File: src/rtl/dcPredPkg.sv
package dcPredPkg;

  typedef enum logic [2:0] {
    ST_IDLE,
    ST_ACCUM,
    ST_DCAVG,
    ST_STREAM,
    ST_FINISH
  } ctrlState_t;

  // strobes from sequencer to datapath
  typedef struct packed {
    logic clrSum;
    logic addSum;
    logic capTop0;
    logic capLeft0;
    logic loadDc;
    logic emit;
  } dpStrobe_t;

endpackage

File: src/rtl/dcPredCtrl.sv
module dcPredCtrl
  import dcPredPkg::*;
#(
  parameter int MAX_LOG2 = 5,
  localparam int CNT_W = MAX_LOG2 + 1,
  localparam int LOG_W = $clog2(MAX_LOG2 + 2)
) (
  input  logic                clk,
  input  logic                rstN,
  input  logic                start,
  input  logic [1:0]          sizeSel,
  output dpStrobe_t           strobe,
  output logic [MAX_LOG2-1:0] curX,
  output logic [MAX_LOG2-1:0] curY,
  output logic [LOG_W-1:0]    logN,
  output logic                nbrRdEn,
  output logic                nbrRdSide,
  output logic [MAX_LOG2-1:0] nbrRdIdx,
  output logic                busy,
  output logic                done
);

  ctrlState_t st;
  logic [CNT_W-1:0] cnt;
  logic [CNT_W:0]   nN;
  logic [CNT_W:0]   lastAcc;
  logic             leftPhase;
  logic             lastX;
  logic             lastY;

  assign nN        = (CNT_W+1)'(1) << logN;
  assign lastAcc   = (nN << 1) - (CNT_W+1)'(1);
  assign leftPhase = {1'b0, cnt} >= nN;
  assign lastX     = (CNT_W+1)'(curX) == nN - (CNT_W+1)'(1);
  assign lastY     = (CNT_W+1)'(curY) == nN - (CNT_W+1)'(1);
  assign busy      = (st != ST_IDLE);

  always_comb begin
    strobe    = '0;
    nbrRdEn   = 1'b0;
    nbrRdSide = 1'b0;
    nbrRdIdx  = '0;
    case (st)
      ST_IDLE: strobe.clrSum = start;
      ST_ACCUM: begin
        strobe.addSum   = 1'b1;
        strobe.capTop0  = (cnt == '0);
        strobe.capLeft0 = ({1'b0, cnt} == nN);
        nbrRdEn         = 1'b1;
        nbrRdSide       = leftPhase;
        nbrRdIdx        = cnt[MAX_LOG2-1:0] & MAX_LOG2'(nN - (CNT_W+1)'(1));
      end
      ST_DCAVG: strobe.loadDc = 1'b1;
      ST_STREAM: begin
        strobe.emit = 1'b1;
        if (curY == '0 && curX != '0) begin
          nbrRdEn  = 1'b1;
          nbrRdIdx = curX;
        end else if (curX == '0 && curY != '0) begin
          nbrRdEn   = 1'b1;
          nbrRdSide = 1'b1;
          nbrRdIdx  = curY;
        end
      end
      default: ;
    endcase
  end

  always_ff @(posedge clk) begin
    if (!rstN) begin
      st   <= ST_IDLE;
      cnt  <= '0;
      curX <= '0;
      curY <= '0;
      logN <= '0;
      done <= 1'b0;
    end else begin
      done <= (st == ST_FINISH);
      case (st)
        ST_IDLE: if (start) begin
          logN <= LOG_W'(sizeSel) + LOG_W'(2);
          cnt  <= '0;
          st   <= ST_ACCUM;
        end
        ST_ACCUM: begin
          cnt <= cnt + CNT_W'(1);
          if ({1'b0, cnt} == lastAcc) st <= ST_DCAVG;
        end
        ST_DCAVG: begin
          curX <= '0;
          curY <= '0;
          st   <= ST_STREAM;
        end
        ST_STREAM: begin
          if (lastX) begin
            curX <= '0;
            if (lastY) st <= ST_FINISH;
            else curY <= curY + MAX_LOG2'(1);
          end else begin
            curX <= curX + MAX_LOG2'(1);
          end
        end
        default: st <= ST_IDLE;
      endcase
    end
  end

  // size latched at an accepted start stays put for the whole block
  assert_busy_start_ignored_R11: assert property (@(posedge clk) disable iff (!rstN)
    busy && start |=> $stable(logN));

  // neighbour index never leaves the current block side
  assert_read_idx_range_R2: assert property (@(posedge clk) disable iff (!rstN)
    nbrRdEn |-> ((CNT_W+1)'(nbrRdIdx) < nN));

endmodule

File: src/rtl/dcPredDatapath.sv
module dcPredDatapath
  import dcPredPkg::*;
#(
  parameter int PIX_W = 8,
  parameter int MAX_LOG2 = 5,
  parameter int FILT_MAX_LOG2 = 4,
  localparam int SUM_W = PIX_W + MAX_LOG2 + 1,
  localparam int LOG_W = $clog2(MAX_LOG2 + 2),
  localparam int EXT_W = PIX_W + 2
) (
  input  logic                clk,
  input  logic                rstN,
  input  dpStrobe_t           strobe,
  input  logic [MAX_LOG2-1:0] curX,
  input  logic [MAX_LOG2-1:0] curY,
  input  logic [LOG_W-1:0]    logN,
  input  logic [PIX_W-1:0]    nbrRdData,
  output logic                pixValid,
  output logic [MAX_LOG2-1:0] pixX,
  output logic [MAX_LOG2-1:0] pixY,
  output logic [PIX_W-1:0]    pixData
);

  logic [SUM_W-1:0] sum;
  logic [SUM_W:0]   sumRnd;
  logic [PIX_W-1:0] dcVal;
  logic [PIX_W-1:0] top0;
  logic [PIX_W-1:0] left0;
  logic [EXT_W-1:0] dbl;
  logic [EXT_W-1:0] tri3;
  logic [EXT_W-1:0] cornerSum;
  logic [EXT_W-1:0] edgeSum;
  logic [PIX_W-1:0] pixNext;
  logic             filtOn;
  logic [MAX_LOG2:0] nN;

  assign nN     = (MAX_LOG2+1)'(1) << logN;
  assign sumRnd = (SUM_W+1)'(sum) + (SUM_W+1)'(nN);
  assign filtOn = (32'(logN) <= FILT_MAX_LOG2);

  // shift-and-add weights
  assign dbl       = {1'b0, dcVal, 1'b0};
  assign tri3      = dbl + {2'b00, dcVal};
  assign cornerSum = {2'b00, left0} + {2'b00, top0} + dbl + EXT_W'(2);
  assign edgeSum   = {2'b00, nbrRdData} + tri3 + EXT_W'(2);

  always_comb begin
    pixNext = dcVal;
    if (filtOn) begin
      if (curX == '0 && curY == '0)      pixNext = cornerSum[EXT_W-1:2];
      else if (curX == '0 || curY == '0) pixNext = edgeSum[EXT_W-1:2];
    end
  end

  always_ff @(posedge clk) begin
    if (!rstN) begin
      sum      <= '0;
      dcVal    <= '0;
      top0     <= '0;
      left0    <= '0;
      pixValid <= 1'b0;
      pixX     <= '0;
      pixY     <= '0;
      pixData  <= '0;
    end else begin
      if (strobe.clrSum)      sum <= '0;
      else if (strobe.addSum) sum <= sum + SUM_W'(nbrRdData);
      if (strobe.capTop0)  top0  <= nbrRdData;
      if (strobe.capLeft0) left0 <= nbrRdData;
      if (strobe.loadDc)   dcVal <= PIX_W'(sumRnd >> (logN + LOG_W'(1)));
      pixValid <= strobe.emit;
      if (strobe.emit) begin
        pixX    <= curX;
        pixY    <= curY;
        pixData <= pixNext;
      end
    end
  end

  // within a row, consecutive pixels step x by one on back-to-back cycles
  assert_raster_step_R9: assert property (@(posedge clk) disable iff (!rstN)
    pixValid && pixX != '0 |-> $past(pixValid) && pixX == $past(pixX) + MAX_LOG2'(1)
                               && pixY == $past(pixY));

  // coordinates stay inside the block
  assert_pix_in_bounds_R9: assert property (@(posedge clk) disable iff (!rstN)
    pixValid |-> ((MAX_LOG2+1)'(pixX) < nN) && ((MAX_LOG2+1)'(pixY) < nN));

  // interior output matches the averaged value held since the averaging step
  assert_interior_dc_R4: assert property (@(posedge clk) disable iff (!rstN)
    pixValid && pixX != '0 && pixY != '0 |-> pixData == dcVal);

endmodule

File: src/rtl/dcIntraPred.sv
module dcIntraPred
  import dcPredPkg::*;
#(
  parameter int PIX_W = 8,
  parameter int MAX_LOG2 = 5,
  parameter int FILT_MAX_LOG2 = 4
) (
  input  logic                clk,
  input  logic                rstN,
  input  logic                start,
  input  logic [1:0]          sizeSel,
  output logic                nbrRdEn,
  output logic                nbrRdSide,
  output logic [MAX_LOG2-1:0] nbrRdIdx,
  input  logic [PIX_W-1:0]    nbrRdData,
  output logic                busy,
  output logic                pixValid,
  output logic [MAX_LOG2-1:0] pixX,
  output logic [MAX_LOG2-1:0] pixY,
  output logic [PIX_W-1:0]    pixData,
  output logic                done
);

  localparam int LOG_W = $clog2(MAX_LOG2 + 2);

  dpStrobe_t           strobe;
  logic [MAX_LOG2-1:0] curX;
  logic [MAX_LOG2-1:0] curY;
  logic [LOG_W-1:0]    logN;

  dcPredCtrl #(.MAX_LOG2(MAX_LOG2)) uCtrl (
    .clk(clk), .rstN(rstN), .start(start), .sizeSel(sizeSel),
    .strobe(strobe), .curX(curX), .curY(curY), .logN(logN),
    .nbrRdEn(nbrRdEn), .nbrRdSide(nbrRdSide), .nbrRdIdx(nbrRdIdx),
    .busy(busy), .done(done)
  );

  dcPredDatapath #(.PIX_W(PIX_W), .MAX_LOG2(MAX_LOG2), .FILT_MAX_LOG2(FILT_MAX_LOG2)) uDp (
    .clk(clk), .rstN(rstN), .strobe(strobe), .curX(curX), .curY(curY),
    .logN(logN), .nbrRdData(nbrRdData), .pixValid(pixValid),
    .pixX(pixX), .pixY(pixY), .pixData(pixData)
  );

  // done follows a pixel and never coincides with one
  assert_done_after_last_R10: assert property (@(posedge clk) disable iff (!rstN)
    done |-> $past(pixValid) && !pixValid);

  // done is a single-cycle pulse
  assert_done_single_R10: assert property (@(posedge clk) disable iff (!rstN)
    done |=> !done);

endmodule

File: config.mk
export PLATFORM = sky130hd
export DESIGN_NAME = dcIntraPred
export DESIGN_NICKNAME = d
export VERILOG_FILES = /design/src/rtl/dcPredPkg.sv /design/src/rtl/dcPredCtrl.sv /design/src/rtl/dcPredDatapath.sv /design/src/rtl/dcIntraPred.sv
export SDC_FILE = /design/constraint.sdc
export NUM_CORES = 1
export LEC_CHECK = 0
export BUFFER_PORTS_ARGS = -buffer_cell sky130_fd_sc_hd__buf_2
export CAP_MARGIN = 20
export CORE_AREA = 2 2 150 152
export DETAILED_ROUTE_END_ITERATION = 8
export DIE_AREA = 0 0 152 154
export GPL_TIMING_DRIVEN = 1
export PLACE_DENSITY = 0.44
export SYNTH_ARGS = -nofsm -noshare
export SYNTH_HDL_FRONTEND = slang
export SYNTH_HIERARCHICAL = 1
export SYNTH_SLANG_ARGS = --single-unit
File: constraint.sdc
create_clock -name clk -period 3.6 [get_ports clk]
set_clock_uncertainty 0.2 [all_clocks]
set_input_delay 0.18 -clock clk [delete_from_list [all_inputs] [get_ports clk]]
set_output_delay 0.18 -clock clk [all_outputs]
set_load 0.05 [all_outputs]
* After elaboration in Yosys (flattened, before gate mapping)
Index checks and enable logic that the tools add are counted.
** Storage, ports and cells
- Logic and storage cells :: 94
- Output and inout port bits :: 28
- Flip-flop bits (word level) :: 80
- Memories kept :: 0
- Memory bits (writable) :: 0
- Input bits :: 13
- Memory bits (read-only) :: 0
- Latch bits :: 0
** Cells by class
- Div/mod/pow operators :: 0
- $mul :: 0
- Mux-type cells :: 27
- Reduce and logical (&&, ||, !) cells :: 18
- Bitwise operators :: 2
- Add/subtract/negate cells :: 15
- Magnitude comparators :: 2
- Shift operators :: 3
- Eq/ne operators :: 13
** Operators with widths (count)
- 5-bit one-hot mux with 2 select lines :: 3
- 5-bit two-way mux :: 5
- 8-bit two-way mux :: 3
- 10-bit by 2-bit adder with 10-bit output, second input constant :: 2
- 14-bit by 6-bit adder with 15-bit output :: 1
- 3-bit two-way mux :: 5
- 15-bit by 3-bit >> shifter with 8-bit output :: 1
- 14-bit by 8-bit adder with 14-bit output :: 1
- 5-bit by 7-bit == test with 1-bit output :: 2
- 6-bit by 7-bit == test with 1-bit output :: 2
- 7-bit by 1-bit subtractor with 7-bit output, second input constant :: 2
- 3-bit one-hot mux with 4 select lines :: 1
- 6-bit one-hot mux with 2 select lines :: 1
- 10-bit by 9-bit adder with 10-bit output :: 1
- 5-bit by 1-bit adder with 5-bit output, second input constant :: 2
- 8-bit by 10-bit adder with 10-bit output :: 1
- 9-bit by 8-bit adder with 10-bit output :: 1
- 5-bit zero test :: 2
- 5-bit nonzero test :: 2
- 8-bit by 8-bit adder with 9-bit output :: 1
- 6-bit by 7-bit >= comparator with 1-bit output :: 1
- 1-bit by 3-bit left shift with 7-bit output, first input constant :: 1
- 6-bit by 1-bit adder with 6-bit output, second input constant :: 1
- 3-bit by 2-bit == test with 1-bit output, second input constant :: 2
- 23 further kinds :: 36

* Depth between registers and ports, before layout
- Word-level depth :: 6
- Depth in mapped cells :: 13
- Depth with buffers taken out :: 12

* Modules after synthesis
Netlist, hierarchy kept.
** Modules (own cells, without submodules)
- dcPredDatapath :: seq. area each 1141.1 um^2, instances 1, cells an instance 538, area each 4603.2 um^2
- dcPredCtrl :: seq. area each 460.4 um^2, instances 1, cells an instance 249, area each 1870.5 um^2

* Least setup slack after synthesis
Ideal clock, no wire load.
- Path kind :: reg-to-reg
- Start point :: register uCtrl.logN[0]
- End point :: register uDp.dcVal[6]
- Arrival time :: 3317 ps
- Library setup time :: 136 ps
- Required time :: 3264 ps
- Clock period less this slack :: 3653 ps
- Cell stages (with the launch flop) :: 14
- Buffers on the path :: 1
- Path slack :: -53 ps
- Cell sequence :: dfxtp_1 > inv_2 > clkbuf_1 > ha_1 > nor2b_1 > ha_1 > fa_1 > a21o_1 > and4b_4 > or2_4 > a311oi_1 > nor4_1 > o41ai_1 > o211ai_1
** On the way
- Cells in the longest elaborated chain, start to end :: 3
- Elaborated cells on any way between the ends :: 4
- Classes of those cells :: add/sub (2); shift (2)
** RTL lines
- start, declared :: RTL line dcPredCtrl.sv:15 : output logic [LOG_W-1:0] logN,
- start signal, assigned :: RTL line dcPredCtrl.sv:81 : logN <= LOG_W'(sizeSel) + LOG_W'(2);
- 1-bit by 3-bit left shift with 6-bit output :: RTL line dcPredDatapath.sv:37 : assign nN = (MAX_LOG2+1)'(1) << logN;
- 14-bit by 6-bit adder with 15-bit output :: RTL line dcPredDatapath.sv:38 : assign sumRnd = (SUM_W+1)'(sum) + (SUM_W+1)'(nN);
- 15-bit by 3-bit >> shifter with 8-bit output * :: RTL line dcPredDatapath.sv:70 : if (strobe.loadDc) dcVal <= PIX_W'(sumRnd >> (logN + LOG_W'(1)));
- end signal, assigned :: RTL line dcPredDatapath.sv:70
- end, declared :: RTL line dcPredDatapath.sv:26 : logic [PIX_W-1:0] dcVal;
Every way passes the cells marked *; elsewhere a longest branch is shown, timed or not.
A chain may end at the register's enable or synchronous reset.

* Final worst setup path
Ends and elaborated chain as after synthesis.

==> reports/summary.json <==
{
  "grt.overflow.total": 0,
  "design.portCount": 41,
  "cts.sinks": 80,
  "max-vdd-ir-drop_mv": 0.186,
  "routed_via_density": 5.28,
  "place.gp.congestion": 0.827,
  "final_cell_count_no_fill": 1111,
  "leakage_nw": 2.95,
  "final-hold-violation-count": 0,
  "place.detailed.instances": 1091,
  "sw_share_pct": 30.4,
  "edff_count_synth": 0,
  "syn-instance-count": 787,
  "detailedPlacementHpwl_mm": 14.0,
  "mappedNetlistNets": 868,
  "synthesis.area_um2": 6470,
  "drt_drc_violations_left": 0,
  "start_util_pct": 29.8,
  "grt_pass1_wl_mm": 30.8,
  "die-area_um2": 23400,
  "clk_pwr_share_pct": 39.0,
  "comb_power_share_pct": 22.0,
  "yosys_warnings": 6,
  "setup_repair_after_global_routing_missed_its_margin": "false",
  "total_routing_resource_utilization_after_global_routing_pct": 16.3,
  "clkTransAtPathRegs_ps": 60,
  "antenna_found_initial": 0,
  "chip_height_um": 154,
  "synth_commonest_cells": "80 x dfxtp_1, 62 x nand2_1, 55 x nor2_1, 54 x ha_1, 46 x a21oi_1",
  "syn2layout_area_growth_pct": 14.3,
  "drtAntennaViolNets": 0,
  "ctsHtreeMaxLevel": 3,
  "worst_pin_slew_ps": 844,
  "setup.worst_path.start_class": "flip-flop",
  "worst_path_max_delay_cell": "fa_1",
  "critical_path_arrival_ps": 3460,
  "initialDrtViolationCount": 350,
  "cap_viol_max_count": 0,
  "final_core_utilization_pct": 34.1,
  "setup_viol": 0,
  "outcome": "finished, final reports clean",
  "timing.max_slew.rel_slack_pct": 43.5,
  "cp_num_buf_inv": 1,
  "number_of_port_buffers": 40,
  "die_width_um": 152,
  "critPathTopFamily": "compound AO/OA/AOI/OAI gates",
  "layout-drive-gt1-share_pct": 13.4,
  "timing.critical_path.required_ps": 3620,
  "crit_path_max_incr_delay_ps": 430,
  "achievable_clock_frequency_mhz": 291,
  "final_net_count": 908,
  "powerDensity_nw_per_um2": 324,
  "power_report.internal_total_w": 0.00167,
  "synth_largest_type_area_fraction_pct": 24.7,
  "synth-async-reset-ratio_pct": 0,
  "report.final.slew_viol_count": 0,
  "worst_setup_path_end_kind": "flip-flop",
  "whs_ps": 22.2,
  "min-delay-path-class": "in -> reg",
  "via_count_of_the_first_global_routing_pass": 5536,
  "cells_along_the_critical_path": "inv_2 -> ha_1 -> nor2b_1 -> ha_1 -> fa_1 -> a21o_1 -> and4b_4 -> or2_4 -> a311oi_4 -> nor4_1 -> o41ai_1 -> o211ai_1",
  "cts_made_buffers": 9,
  "antennaDiodeCount": 0,
  "timing_worst_setup_path_type": "reg -> reg",
  "setup_total_neg_slack_ps": 0,
  "post_synth_main_area_contributors": "dfxtp_1 25%, ha_1 10%, mux2i_1 5.6%, fa_1 4.3%, nor2b_1 4.0%",
  "floorplan.rows": 54,
  "synth.largest_area_cell": "dfxtp_1",
  "routed_wire_length_per_instance_um": 16.9,
  "post-synth-top-count-cell": "dfxtp_1",
  "postCtsSetupRepairBufs": 0,
  "cp_max_fo": 7,
  "tritoncts": "built",
  "clockBufferDepth": 2,
  "final_min_period_over_clock_period_pct": 95.6,
  "clock_tree.root_cell": "clkbuf_16",
  "worstSkewPairLatency_ps": 350,
  "path_common_cell": "ha_1",
  "wl_mm": 18.8,
  "power.sequential.fraction_pct": 39.0,
  "coreArea_um2": 21700,
  "seq_area_frac_synth_pct": 24.7,
  "fin_crit_ps": 3440,
  "synth_flop_cell": "dfxtp_1",
  "syn_avg_cell_area_um2": 8.23,
  "netSwitchingPower_w": 0.000730,
  "post_synth_num_cell_types": 83,
  "vias": 5862,
  "synthesis_stage_register_bit_count": 80,
  "drt_pass1_iterations": 5,
  "grt_start_max_net_pins": 72
}
[power groups by stage]
| stage | Combinational [W] | Clock, W | Sequential, W |
|---|---|---|---|
| 5_1_grt | 0.000595 | 0.000994 | 0.000940 |
| 3_3_place_gp | 0.000527 | 0 | 0.000956 |
| 2_1_floorplan | 0.000382 | 0 | 0.000952 |
| 4_1_cts | 0.000532 | 0.000971 | 0.000936 |
| 3_5_place_dp | 0.000524 | 0 | 0.000956 |
| 6_report | 0.000528 | 0.000936 | 0.000936 |
[final cells by class]
class / instances / area (um2)
well taps: 280 / 350
clock buffers: 12 / 246
fillers: 2322 / 14300
multi-input cells: 631 / 4590
flip-flops and latches: 80 / 1600
clock inverters: 3 / 42.5
inverters: 38 / 143
repair buffers: 67 / 428
[tightest hold or removal path: cells and delay by family]
| kind | cells | cell delay (ps) |
|---|---|---|
| buffers and inverters | 1 | 150 |
| muxes | 1 | 140 |
| and+or+nand+nor | 1 | 50 |
[per-layer routing]
| layer | share of wire (%) | track usage, % |
|---|---|---|
| met1 | 51 | 23.6 |
| met2 | 44 | 25.1 |
| met3 | 3.7 | 2.59 |
| met4 | 1.3 | 4.09 |
| met5 | 0 | 0 |
[cells by family (layout without fill, tap and decap cells)]
group	after synthesis	count (layout)	synth area share, %
simple gates	297	297	23.9
compound gates	200	200	21.5
flops	80	80	24.7
buf+inv	76	120	5.01
fa+ha+maj	68	68	14.8
mux	39	39	6.44
xor+xnor	27	27	3.65
[flip-flops by register name (all words and copies together) (netlist names), 6 cells and up]
| signal | flops |
|---|---|
| uDp/sum | 14 |
| uDp/left0 | 8 |
| uDp/pixData | 8 |
| uDp/top0 | 8 |
| uCtrl/cnt | 6 |
| uDp/dcVal | 8 |
[repair_timing]
action	4_1_cts	5_1_grt
resized for setup	0	4
setup endpoints to repair	0	3
hold buffers	5	0
hold endpoints to repair	8	0
[final timing paths]
kind	start	endpoint	slack, ps	cells past startpoint
setup / recovery	uCtrl/logN[0]$_SDFFE_PN0P_	uDp/dcVal[6]$_SDFFE_PN0P_	160	12
hold reg to reg	uDp/pixData[0]$_SDFFE_PN0P_	uDp/pixData[0]$_SDFFE_PN0P_	290	2
setup reg to reg	uCtrl/logN[0]$_SDFFE_PN0P_	uDp/dcVal[6]$_SDFFE_PN0P_	160	12
hold / removal	nbrRdData[2]	uDp/top0[2]$_SDFFE_PN0P_	20	3
[through the flow]
step	instance area (um2)	total power, W	setup WS, ps
3_3_place_gp	7030	0.00148	171
4_1_cts	7370	0.00244	86.3
2_1_floorplan	6470	0.00133	45.4
6_report	7400	0.00240	159
3_5_place_dp	7030	0.00148	91.9
5_1_grt	7400	0.00253	13.5
[layout by cell type (no fill, tap or decap), types with 4 or more instances in the layout]
cell            n
a211oi_1        9
a21boi_0        8
a21o_1         12
a21oi_1        46
a31oi_1         5
and2_1          7
and3_1          8
buf_2          40
buf_4          21
clkbuf_16       9
dfxtp_1        79
dlygate4sd3_1   5
fa_1           14
ha_1           54
inv_1          32
mux2i_1        36
nand2_1        62
nand2b_1       12
nand3_1        34
nand4_1        12
nor2_1         55
nor2b_1        41
nor3_1         25
nor4_1          4
o211ai_1        8
o21a_1          5
o21ai_0        36
o21ai_1         4
o221a_2         5
o31ai_1         5
or3_1           8
or4_1           5
xnor2_1        13
xor2_1         14
(Power assumes the default switching activity.)
